--- config.mk ---
export PLATFORM = sky130hd
export DESIGN_NAME = trace_clk_gen
export DESIGN_NICKNAME = d
export VERILOG_FILES = /design/src/rtl/tcg_pkg.sv /design/src/rtl/tcg_idle_detect.sv /design/src/rtl/tcg_divider.sv /design/src/rtl/tcg_full_gate.sv /design/src/rtl/trace_clk_gen.sv
export SDC_FILE = /design/constraint.sdc
export NUM_CORES = 1
export LEC_CHECK = 0
export CAP_MARGIN = 10
export CORE_AREA = 2 2 39 41
export CTS_CLUSTER_DIAMETER = 200
export DETAILED_ROUTE_END_ITERATION = 12
export DIE_AREA = 0 0 41 43
export DONT_BUFFER_PORTS = 1
export GPL_ROUTABILITY_DRIVEN = 0
export PLACE_DENSITY = 0.43
export REMOVE_ABC_BUFFERS = 1
export SLEW_MARGIN = 20
export SYNTH_ARGS = -nofsm -noshare
export SYNTH_HDL_FRONTEND = slang
export SYNTH_SLANG_ARGS = --single-unit
--- constraint.sdc ---
create_clock -name clk_i -period 1.9 [get_ports clk_i]
set_input_delay 0.19 -clock clk_i [delete_from_list [all_inputs] [get_ports clk_i]]
set_output_delay 0.19 -clock clk_i [all_outputs]
set_load 0.01 [all_outputs]
--- src/rtl/tcg_pkg.sv ---
package tcg_pkg;
  parameter int unsigned SEL_W   = 3;
  parameter int unsigned LOG_MAX = 3;
  localparam int unsigned RATIO_W = $clog2(LOG_MAX + 1);
  localparam int unsigned CNT_W   = (LOG_MAX > 1) ? LOG_MAX - 1 : 1;

  typedef logic [RATIO_W-1:0] ratio_t;

  typedef struct packed {
    logic   en;
    ratio_t ratio;
  } cfg_t;

  // reserved codes clamp to the slowest rate
  function automatic ratio_t sel_to_ratio(logic [SEL_W-1:0] sel);
    if (sel > SEL_W'(LOG_MAX)) return ratio_t'(LOG_MAX);
    return ratio_t'(sel);
  endfunction

  // last count of a half period for ratio r (divide by 2**r)
  function automatic logic [CNT_W-1:0] half_last(ratio_t r);
    logic [CNT_W:0] v;
    if (r == '0) return '0;
    v = ((CNT_W+1)'(1) << (r - ratio_t'(1))) - (CNT_W+1)'(1);
    return v[CNT_W-1:0];
  endfunction
endpackage

--- src/rtl/tcg_idle_detect.sv ---
module tcg_idle_detect (
  input  logic clk_i,
  input  logic rst_ni,
  input  logic gate_en_i,
  input  logic port_en_i,
  input  logic port_busy_i,
  input  logic msg_pend_i,
  output logic gated_o
);
  logic gated_q;

  always_ff @(posedge clk_i or negedge rst_ni) begin
    if (!rst_ni) gated_q <= 1'b0;
    else         gated_q <= gate_en_i & port_en_i & ~port_busy_i & ~msg_pend_i;
  end

  assign gated_o = gated_q;
endmodule

--- src/rtl/tcg_divider.sv ---
module tcg_divider
  import tcg_pkg::*;
(
  input  logic             clk_i,
  input  logic             rst_ni,
  input  logic [SEL_W-1:0] div_sel_i,
  input  logic             clk_en_i,
  input  logic             gated_i,
  output logic             div_o,
  output logic             rise_o,
  output logic             full_run_o,
  output logic [CNT_W-1:0] cnt_o,
  output ratio_t           ratio_o
);
  cfg_t             cfg_q, cfg_d;
  logic [CNT_W-1:0] cnt_q, cnt_d;
  logic             div_q, div_d;
  logic             div_mode, at_last, fall, idle, load;

  assign div_mode = cfg_q.en && (cfg_q.ratio != '0);
  assign at_last  = (cnt_q == half_last(cfg_q.ratio));
  assign fall     = div_q && at_last && !gated_i;
  assign idle     = !div_q && (!div_mode || gated_i);
  // new settings only at the start of a low phase or while stopped
  assign load     = fall || idle;

  always_comb begin
    cfg_d = cfg_q;
    cnt_d = cnt_q;
    div_d = div_q;
    if (load) begin
      cfg_d.en    = clk_en_i;
      cfg_d.ratio = sel_to_ratio(div_sel_i);
      cnt_d       = '0;
      div_d       = 1'b0;
    end else if (gated_i) begin
      cnt_d = '0;
      div_d = 1'b0;
    end else if (at_last) begin
      cnt_d = '0;
      div_d = ~div_q;
    end else begin
      cnt_d = cnt_q + CNT_W'(1);
    end
  end

  always_ff @(posedge clk_i or negedge rst_ni) begin
    if (!rst_ni) begin
      cfg_q <= '0;
      cnt_q <= '0;
      div_q <= 1'b0;
    end else begin
      cfg_q <= cfg_d;
      cnt_q <= cnt_d;
      div_q <= div_d;
    end
  end

  assign div_o      = div_q;
  assign rise_o     = !div_q && div_d;
  assign full_run_o = cfg_q.en && (cfg_q.ratio == '0) && !gated_i;
  assign cnt_o      = cnt_q;
  assign ratio_o    = cfg_q.ratio;
endmodule

--- src/rtl/tcg_full_gate.sv ---
module tcg_full_gate (
  input  logic clk_i,
  input  logic rst_ni,
  input  logic run_i,
  output logic gate_o,
  output logic clk_o
);
  logic gate_q;

  // gate state moves only while clk_i is low
  always_ff @(negedge clk_i or negedge rst_ni) begin
    if (!rst_ni) gate_q <= 1'b0;
    else         gate_q <= run_i;
  end

  assign gate_o = gate_q;
  assign clk_o  = clk_i & gate_q;
endmodule

--- src/rtl/trace_clk_gen.sv ---
module trace_clk_gen
  import tcg_pkg::*;
(
  input  logic             clk_i,
  input  logic             rst_ni,
  input  logic [SEL_W-1:0] div_sel_i,
  input  logic             clk_en_i,
  input  logic             gate_en_i,
  input  logic             port_en_i,
  input  logic             port_busy_i,
  input  logic             msg_pend_i,
  output logic             trace_clk_o,
  output logic             edge_en_o
);
  logic             gated;
  logic             div_clk, div_rise, full_run, full_gate, full_clk;
  logic [CNT_W-1:0] div_cnt;
  ratio_t           div_ratio;
  logic             edge_q;

  tcg_idle_detect u_idle (
    .clk_i      (clk_i),
    .rst_ni     (rst_ni),
    .gate_en_i  (gate_en_i),
    .port_en_i  (port_en_i),
    .port_busy_i(port_busy_i),
    .msg_pend_i (msg_pend_i),
    .gated_o    (gated)
  );

  tcg_divider u_div (
    .clk_i     (clk_i),
    .rst_ni    (rst_ni),
    .div_sel_i (div_sel_i),
    .clk_en_i  (clk_en_i),
    .gated_i   (gated),
    .div_o     (div_clk),
    .rise_o    (div_rise),
    .full_run_o(full_run),
    .cnt_o     (div_cnt),
    .ratio_o   (div_ratio)
  );

  tcg_full_gate u_gate (
    .clk_i (clk_i),
    .rst_ni(rst_ni),
    .run_i (full_run),
    .gate_o(full_gate),
    .clk_o (full_clk)
  );

  // full_gate at a rising edge means that edge reached the output
  always_ff @(posedge clk_i or negedge rst_ni) begin
    if (!rst_ni) edge_q <= 1'b0;
    else         edge_q <= div_rise | full_gate;
  end

  assign trace_clk_o = full_clk | div_clk;
  assign edge_en_o   = edge_q;
endmodule

Word level (Yosys, flattened, before mapping)
Cells that the tools add are included.
- input bits: 10
- word-level logic and storage cells: 49
- bits in registers: 9
- output and inout port bits: 2
- magnitude comparators: 1
- shifts and indexed selects: 1
- muxes and demuxes: 13
- reductions and logical operators: 14
- equality and inequality tests: 1
- $add $sub $neg: 3
- bitwise operators: 9
- operators by type and width (operator ; number):
    2-to-1 mux 2 bit ; 7
    logical AND 1 bit ; 7
    2-to-1 mux 1 bit ; 6
    AND 1 bit ; 4
    > comparator 3 x 2 -> 1 bit (second input constant) ; 1
    logical NOT 1 bit ; 3
    inverter 1 bit ; 3
    adder 2 x 1 -> 2 bit (second input constant) ; 1
    == test 2 bit ; 1
    logical NOT 2 bit ; 1
    logical OR 1 bit ; 2
    OR 1 bit ; 2
    nonzero test 2 bit ; 1
    left shift 1 x 2 -> 2 bit (first input constant) ; 1
    subtractor 2 x 1 -> 2 bit (second input constant) ; 1
    subtractor 2 bit (second input constant) ; 1

Logic depth before layout (Yosys ltp)
Gate-level depths: netlist of run 1.
- depth in word-level cells: 11
- depth in mapped cells: 6
- mapped depth without buffers: 6

Cells and area by module
Synthesis of run 1 repeated with hierarchy kept, for this count alone.
- cell total of the unflattened synthesis: 54
- area total of the unflattened synthesis: 526.8 um^2
- by module, submodules not included (module ; seq. area each (um^2) ; area each (um^2) ; times used ; cells each):
    tcg_divider ; 150.1 ; 420.4 ; 1 ; 47
    tcg_idle_detect ; 25.0 ; 37.5 ; 1 ; 2
    trace_clk_gen ; 25.0 ; 37.5 ; 1 ; 3
    tcg_full_gate ; 25.0 ; 31.3 ; 1 ; 2

==> results of run 1 <==
[Yosys cell counts]
library cell | count | area [sq um]
inv_1 | 4 | 15.0
mux2_1 | 1 | 11.3
nand4_1 | 1 | 6.26
nand2_1 | 1 | 3.75
nor3_1 | 1 | 5.00
dfrtp_1 | 8 | 200
o21ai_0 | 1 | 5.00
ha_1 | 1 | 12.5
dfrtn_1 | 1 | 25.0
a2bb2oi_2 | 1 | 15.0
nand2b_1 | 1 | 6.26
or3_4 | 1 | 11.3
or2_1 | 1 | 6.26
a21o_1 | 1 | 7.51
a21oi_1 | 2 | 10.0
nor2b_1 | 1 | 6.26
nor3_2 | 2 | 20.0
nor2_1 | 7 | 26.3
a31o_2 | 1 | 8.76
a21oi_2 | 1 | 8.76
mux2i_1 | 2 | 20.0
xnor2_1 | 1 | 8.76
[worst min path at each step]
stage	from	endpoint	slack [ns]	cells past startpoint
3_5_place_dp	rst_ni	edge_en_o	-0.11	0
6_report	div_sel_i[2]	u_div.ratio_o[1]	0.003	2
3_3_place_gp	rst_ni	edge_en_o	-0.11	0
4_1_cts	div_sel_i[2]	u_div.ratio_o[0]	0.0005	2
2_1_floorplan	rst_ni	edge_en_o	-0.11	0
5_1_grt	div_sel_i[2]	u_div.ratio_o[0]	0.006	2
[state kept, by name (all words and copies together) (netlist names)]
register,count
u_div.cnt_o,2
u_div.ratio_o,2
edge_en_o,1
u_div.cfg_q,1
u_div.div_o,1
u_gate.gate_o,1
u_idle.gated_o,1
[worst reg2reg max path, stage by stage, from the launching register on]
cell and delay (ns):
dfrtp_1 0.43, nor2b_1 0.15, a21oi_1 0.13, o21ai_0 0.15, ha_1 0.27, or3_4 0.42, nor3_2 0.15
[where the power goes]
part,switching (uW),total (uW),leakage (uW),internal [uW]
logic,142,307,0.000122,164
registers,61.1,312,0.000113,251
clock network,87.2,241,0.0000387,154
[layer usage]
layer / track usage [%] / part of all wire, % / vias to the layer above
li1: - / - / 165
met3: 6.81 / 6.7 / 2
met5: 0 / 0 / -
met1: 13.2 / 45 / 156
met2: 16.6 / 46 / 13
met4: 18.7 / 2.5 / 0
[stage by stage]
| stage | hold WS, ns | power, uW |
|---|---|---|
| after global routing | 0.00638 | 939 |
| final | 0.00265 | 860 |
| after detailed placement | -0.105 | 624 |
| after floorplan | -0.106 | 553 |
| after global placement | -0.105 | 611 |
| after CTS | 0.000464 | 874 |
[cell families (layout without fill, tap and decap cells)]
group,Yosys count,in the layout
xor+xnor,1,1
fa+ha+maj,1,1
flops,9,9
simple gates,16,16
mux,3,3
buf+inv,4,17
compound gates,7,7
[layout make-up]
cell class | instances | area [sq um]
Clock buffer | 7 | 48.8
Fill cell | 141 | 818
Inverter | 4 | 15.0
Multi-Input combinational cell | 28 | 199
Sequential cell | 9 | 225
Tap cell | 16 | 20.0
Timing Repair Buffer | 6 | 57.6
[repair_timing]
action | 4_1_cts | 5_1_grt
setup endpoints to repair | 1 | 1
hold endpoints to repair | 11 | 0
pin swaps | 1 | 0
hold buffers | 5 | 0
==> summary.txt, run 1 <==
Run status
  • Status: finished with violations
  • Failing checks: negative setup slack

Critical path
  • Cell family with most CP delay: flip-flops
  • Critical path data required time: between 1.5 and 2 ns
  • Max FO, Critical Path: 2
  • Crit-path slowest cell: dfrtn_1
  • Max incr delay on CP: around 0.41 ns
  • R2R depth: 6
  • Critical path origin: u_gate.gate_o
  • Worst r2r src: u_div.cnt_o[0]
  • Reg2reg end: u_div.cnt_o[1]
  • CP arrival: 1.90 ns
  • Critical Path Start Type: flop
  • Worst path depth: 1
  • Worst Path Buf+Inv: 0
  • CP Cell Sequence: a21o_1
  • Crit end category: output pin
  • Flop2flop setup slack: around 0.13 ns
  • Critical path class: reg -> out
  • Worst Setup EP: trace_clk_o

Layout
  • Ratio of cells with drive above 1 in the final layout: approximately 24%
  • Most common cell after layout, fill and taps aside: dfrtp_1
  • Layout Cells excl Fill: 70
  • Antenna Cells: 0
  • Most frequent cells in the layout: dfrtp_1, nor2_1, clkbuf_4, dlygate4sd3_1, inv_1
  • Layout Utilization: about two fifths
  • Layout area overhead: 28.8%
  • Nets: 66
  • Final Cell Area: 566 sq um

Synth
  • Syn Area/Cell: 10.7 sq um
  • Synth Area in Compound Gates: 12.5%
  • Adder-cell area share of the yosys netlist: between 2 and 3%
  • Synth cell types: 22
  • Synth Instances: 41
  • Mux contribution to synthesized area: slightly above 7%
  • Yosys warnings: 0
  • Post-Syn Area: approximately 440 sq um
  • Seq cells post-synth: 9
  • Xor/xnor share of the synthesized area: ~2%
  • Register area share after synthesis: about half
  • Simple-Gate Fraction of Synth Area: between 20% and 30%
  • Largest family of logic cells by synthesized area: simple AND/OR/NAND/NOR gates

Floorplan
  • Die H: approximately 43 um
  • Boundary Pins: 12
  • FP Rows: 14
  • Die area: 0.00176 sq mm
  • CORE AREA: roughly 0.0014 sq mm
  • Starting Density: roughly a third
  • Die Width: slightly above 40 um

Place
  • Cells after DPL: 58
  • Post-DP Area: 467 sq um
  • IO Port Bufs: 0
  • Post-DP HPWL: around 570 um
  • Setup WS pre-CTS: between 0.1 and 0.15 ns

Global routing
  • Grt ovf: 0
  • First-pass GRT wire length: 1410 um
  • GR Util All Layers: 13.6%
  • Vias in the first global route: about 370
  • Largest net degree at the start of global routing: 9
  • Initial antenna violation count: 0

Route
  • Drt pass-1 iters: 3
  • First DRT Iteration DRCs: 1
  • Antenna Nets Post-Route: 0
  • Vias/cell: ~4.8
  • DR WL/cell: roughly 12 um
  • Detailed Route WL: between 800 and 900 um
  • Vias: between 300 and 400
  • Residual DRC: 0

Run
  • MaxCap Viol Count: 0

CTS
  • TritonCTS clock tree: yes
  • Setup Buffers After CTS: 0
  • Post-CTS sizing: 0
  • CTS clk-pin slew, worst paths: roughly 0.060 ns
  • Clock latency at the later pin of the worst-skew pair: 0.38 ns

Min path
  • Worst hold-check path type: in -> reg

Timing
  • Final setup vio count: 1
  • Slew @ Worst Pin: 0.383 ns
  • Slew headroom: 74.4%
  • RSZ-0062 raised after global routing: true
  • Fin. Hold Viols: 0
  • Setup TNS: -0.194 ns
  • Clock skew: 0.0183 ns
  • Slew Limit Fails: 0
  • Worst Setup Slack, final: -0.194 ns

Power
  • Worst IR Drop VDD: between 400 and 500 uV
  • Pwr per Cell Area: 1520 mW/mm^2
  • Static Leak: about 0.00027 uW
Note: power is estimated with default switching activity, not from simulation.
==> run 2, diff against run 1 <==
--- a/config.mk
+++ b/config.mk
@@ -7,6 +7,7 @@
 export LEC_CHECK = 0
 export CAP_MARGIN = 10
 export CORE_AREA = 2 2 39 41
+export CTS_BUF_LIST = sky130_fd_sc_hd__clkbuf_16
 export CTS_CLUSTER_DIAMETER = 200
 export DETAILED_ROUTE_END_ITERATION = 12
 export DIE_AREA = 0 0 41 43
==> constraint.sdc (replaced) <==
create_clock -name clk_i -period 1.9 [get_ports clk_i]
set_input_delay 0.095 -clock clk_i [delete_from_list [all_inputs] [get_ports clk_i]]
set_output_delay 0.095 -clock clk_i [all_outputs]
set_load 0.01 [all_outputs]
==> run 2 against run 1 <==
Effect of this change:
- the flow still finishes with violations (negative setup slack)
- via count is 7.1% higher
- wire length is 18% higher
- global-route usage is 2.7 points higher
- clock skew is 0.035 ns higher
- hold slack better by 0.11 ns
- count of clock-buffer cells in the layout is 1 lower
- clock power grew to 2.9 times the previous value
- critical path depth stayed put
- sequential cell count stayed put
- cell area is 25% higher
- sequential power is 1% higher
- die area stayed put
- largest power group is now the clock network
==> summary.txt, run 2 (synthesized netlist as in run 1, its figures left out) <==
Layout
  • Most frequent cells in the layout: dfrtp_1, dlygate4sd3_1, nor2_1, clkbuf_16, inv_1
  • Nets: 70
  • Layout area overhead: 61.3%
  • Ratio of cells with drive above 1 in the final layout: about a quarter
  • # fillers: 129
  • Final Cell Area: ~710 sq um
  • Antenna Cells: 0

Critical path
  • Max incr delay on CP: 0.41 ns
  • Critical path origin: u_gate.gate_o
  • Critical path data required time: 1.80 ns
  • Crit-path slowest cell: dfrtn_1
  • CP Cell Sequence: a21o_1
  • Cell family with most CP delay: flip-flops
  • Crit end category: output pin
  • Max FO, Critical Path: 2
  • Worst r2r src: u_gate.gate_o
  • Worst Path Buf+Inv: 0
  • Critical path class: reg -> out
  • CP arrival: between 1.5 and 2 ns
  • Critical Path Start Type: flop

CTS
  • Post-CTS sizing: 0
  • TritonCTS clock tree: yes
  • Clock latency at the later pin of the worst-skew pair: 0.40 ns
  • CTS clk-pin slew, worst paths: 0.04 ns

Route
  • DR WL/cell: roughly 13 um
  • Vias: between 300 and 400
  • Drt pass-1 iters: 2
  • Residual DRC: 0
  • Vias/cell: between 4 and 5
  • First DRT Iteration DRCs: 1
  • Detailed Route WL: between 900 and 1000 um
  • Antenna Nets Post-Route: 0

Power
  • Static Leak: around 0.00034 uW
  • Worst IR Drop VDD: between 800 and 900 uV
  • Total internal power: between 900 and 1000 uW
  • Pwr per Cell Area: ~1900 mW/mm^2
  • Power share of the combinational group: ~24%
  • Reg power frac: 23.8%
  • Sw Pwr: 358 uW
  • Sw frac: 26.9%
  • Clk pwr share: 52.1%

Global routing
  • Grt ovf: 0
  • Vias in the first global route: 418
  • First-pass GRT wire length: ~1600 um
  • Largest net degree at the start of global routing: 9
  • GR Util All Layers: between 15 and 20%
  • Initial antenna violation count: 0

Run status
  • Failing checks: negative setup slack
  • Status: finished with violations

Timing
  • RSZ-0062 raised after global routing: true
  • Slew Limit Fails: 0
  • Hold Slack: roughly 0.11 ns
  • Setup TNS: -0.115 ns
  • Slew @ Worst Pin: approximately 0.39 ns
  • Final setup vio count: 1
  • Fin. Hold Viols: 0
  • Worst Setup Slack, final: -0.115 ns
  • Slew headroom: about three quarters
  • Clock skew: between 0.05 and 0.06 ns

Floorplan
  • Die Width: roughly 41 um
  • Die H: ~43 um
  • FP Rows: 14
  • Die area: about 0.0018 sq mm
  • CORE AREA: roughly 0.0014 sq mm
  • Boundary Pins: 12
  • Starting Density: between 30% and 40%

Place
  • IO Port Bufs: 0
  • Post-DP Area: approximately 470 sq um
  • Post-DP HPWL: approximately 570 um
  • Setup WS pre-CTS: approximately 0.13 ns

Run
  • MaxCap Viol Count: 0

Min path
  • Worst hold-check path type: in -> async
[run 2: power by group through the flow]
stage	combinational [uW]	clock, uW	sequential [uW]
after floorplan	240	10.4	302
after global placement	288	10.3	313
after detailed placement	297	10.3	317
after CTS	322	700	316
after global routing	360	716	327
final	321	692	316
[run 2: layout make-up]
class,instances,area (sq um),area share [%]
Clock buffer,6,150,21.2
Clock inverter,1,3.75,0.530
Inverter,4,15.0,2.12
Multi-Input combinational cell,28,199,28.1
Sequential cell,9,225,31.8
Tap cell,16,20.0,2.83
Timing Repair Buffer,10,95.1,13.4
[run 2: worst paths after layout]
| path | slack (ns) | cells past startpoint | to |
|---|---|---|---|
| worst max-delay path | -0.11 | 1 | trace_clk_o |
| worst min-delay path | 0.11 | 1 | u_div.cnt_o[1] |
| min in group clk_i | 0.36 | 2 | u_idle.gated_o |
| worst min register to register | 0.51 | 1 | u_div.cfg_q[2] |
| worst max register to register | 0.10 | 2 | edge_en_o |
| max in group asynchronous | 1.52 | 1 | u_div.div_o |
[run 2: what timing repair did]
item	CTS	global route
hold endpoints to repair	12	0
hold buffers	8	0
endpoints found under the setup margin	1	1
pin swaps	1	1
setup buffers	0	1
[run 2: layer usage]
metal,share of wire [%],global-route usage [%],routed length [um],vias to the layer above
met5,0,0,0,-
met4,1.5,20.0,15,0
met3,7.1,11.5,70,2
met2,52,21.9,513,15
met1,39,12.9,382,171
li1,-,-,-,172
[run 2: per-stage QoR]
stage	instances	power, uW	utilization, %
floorplan	41	553	-
global placement	58	611	33.7
detailed placement	58	624	33.7
CTS	73	1340	50.6
global route	74	1400	51.2
finish	74	1330	51.2
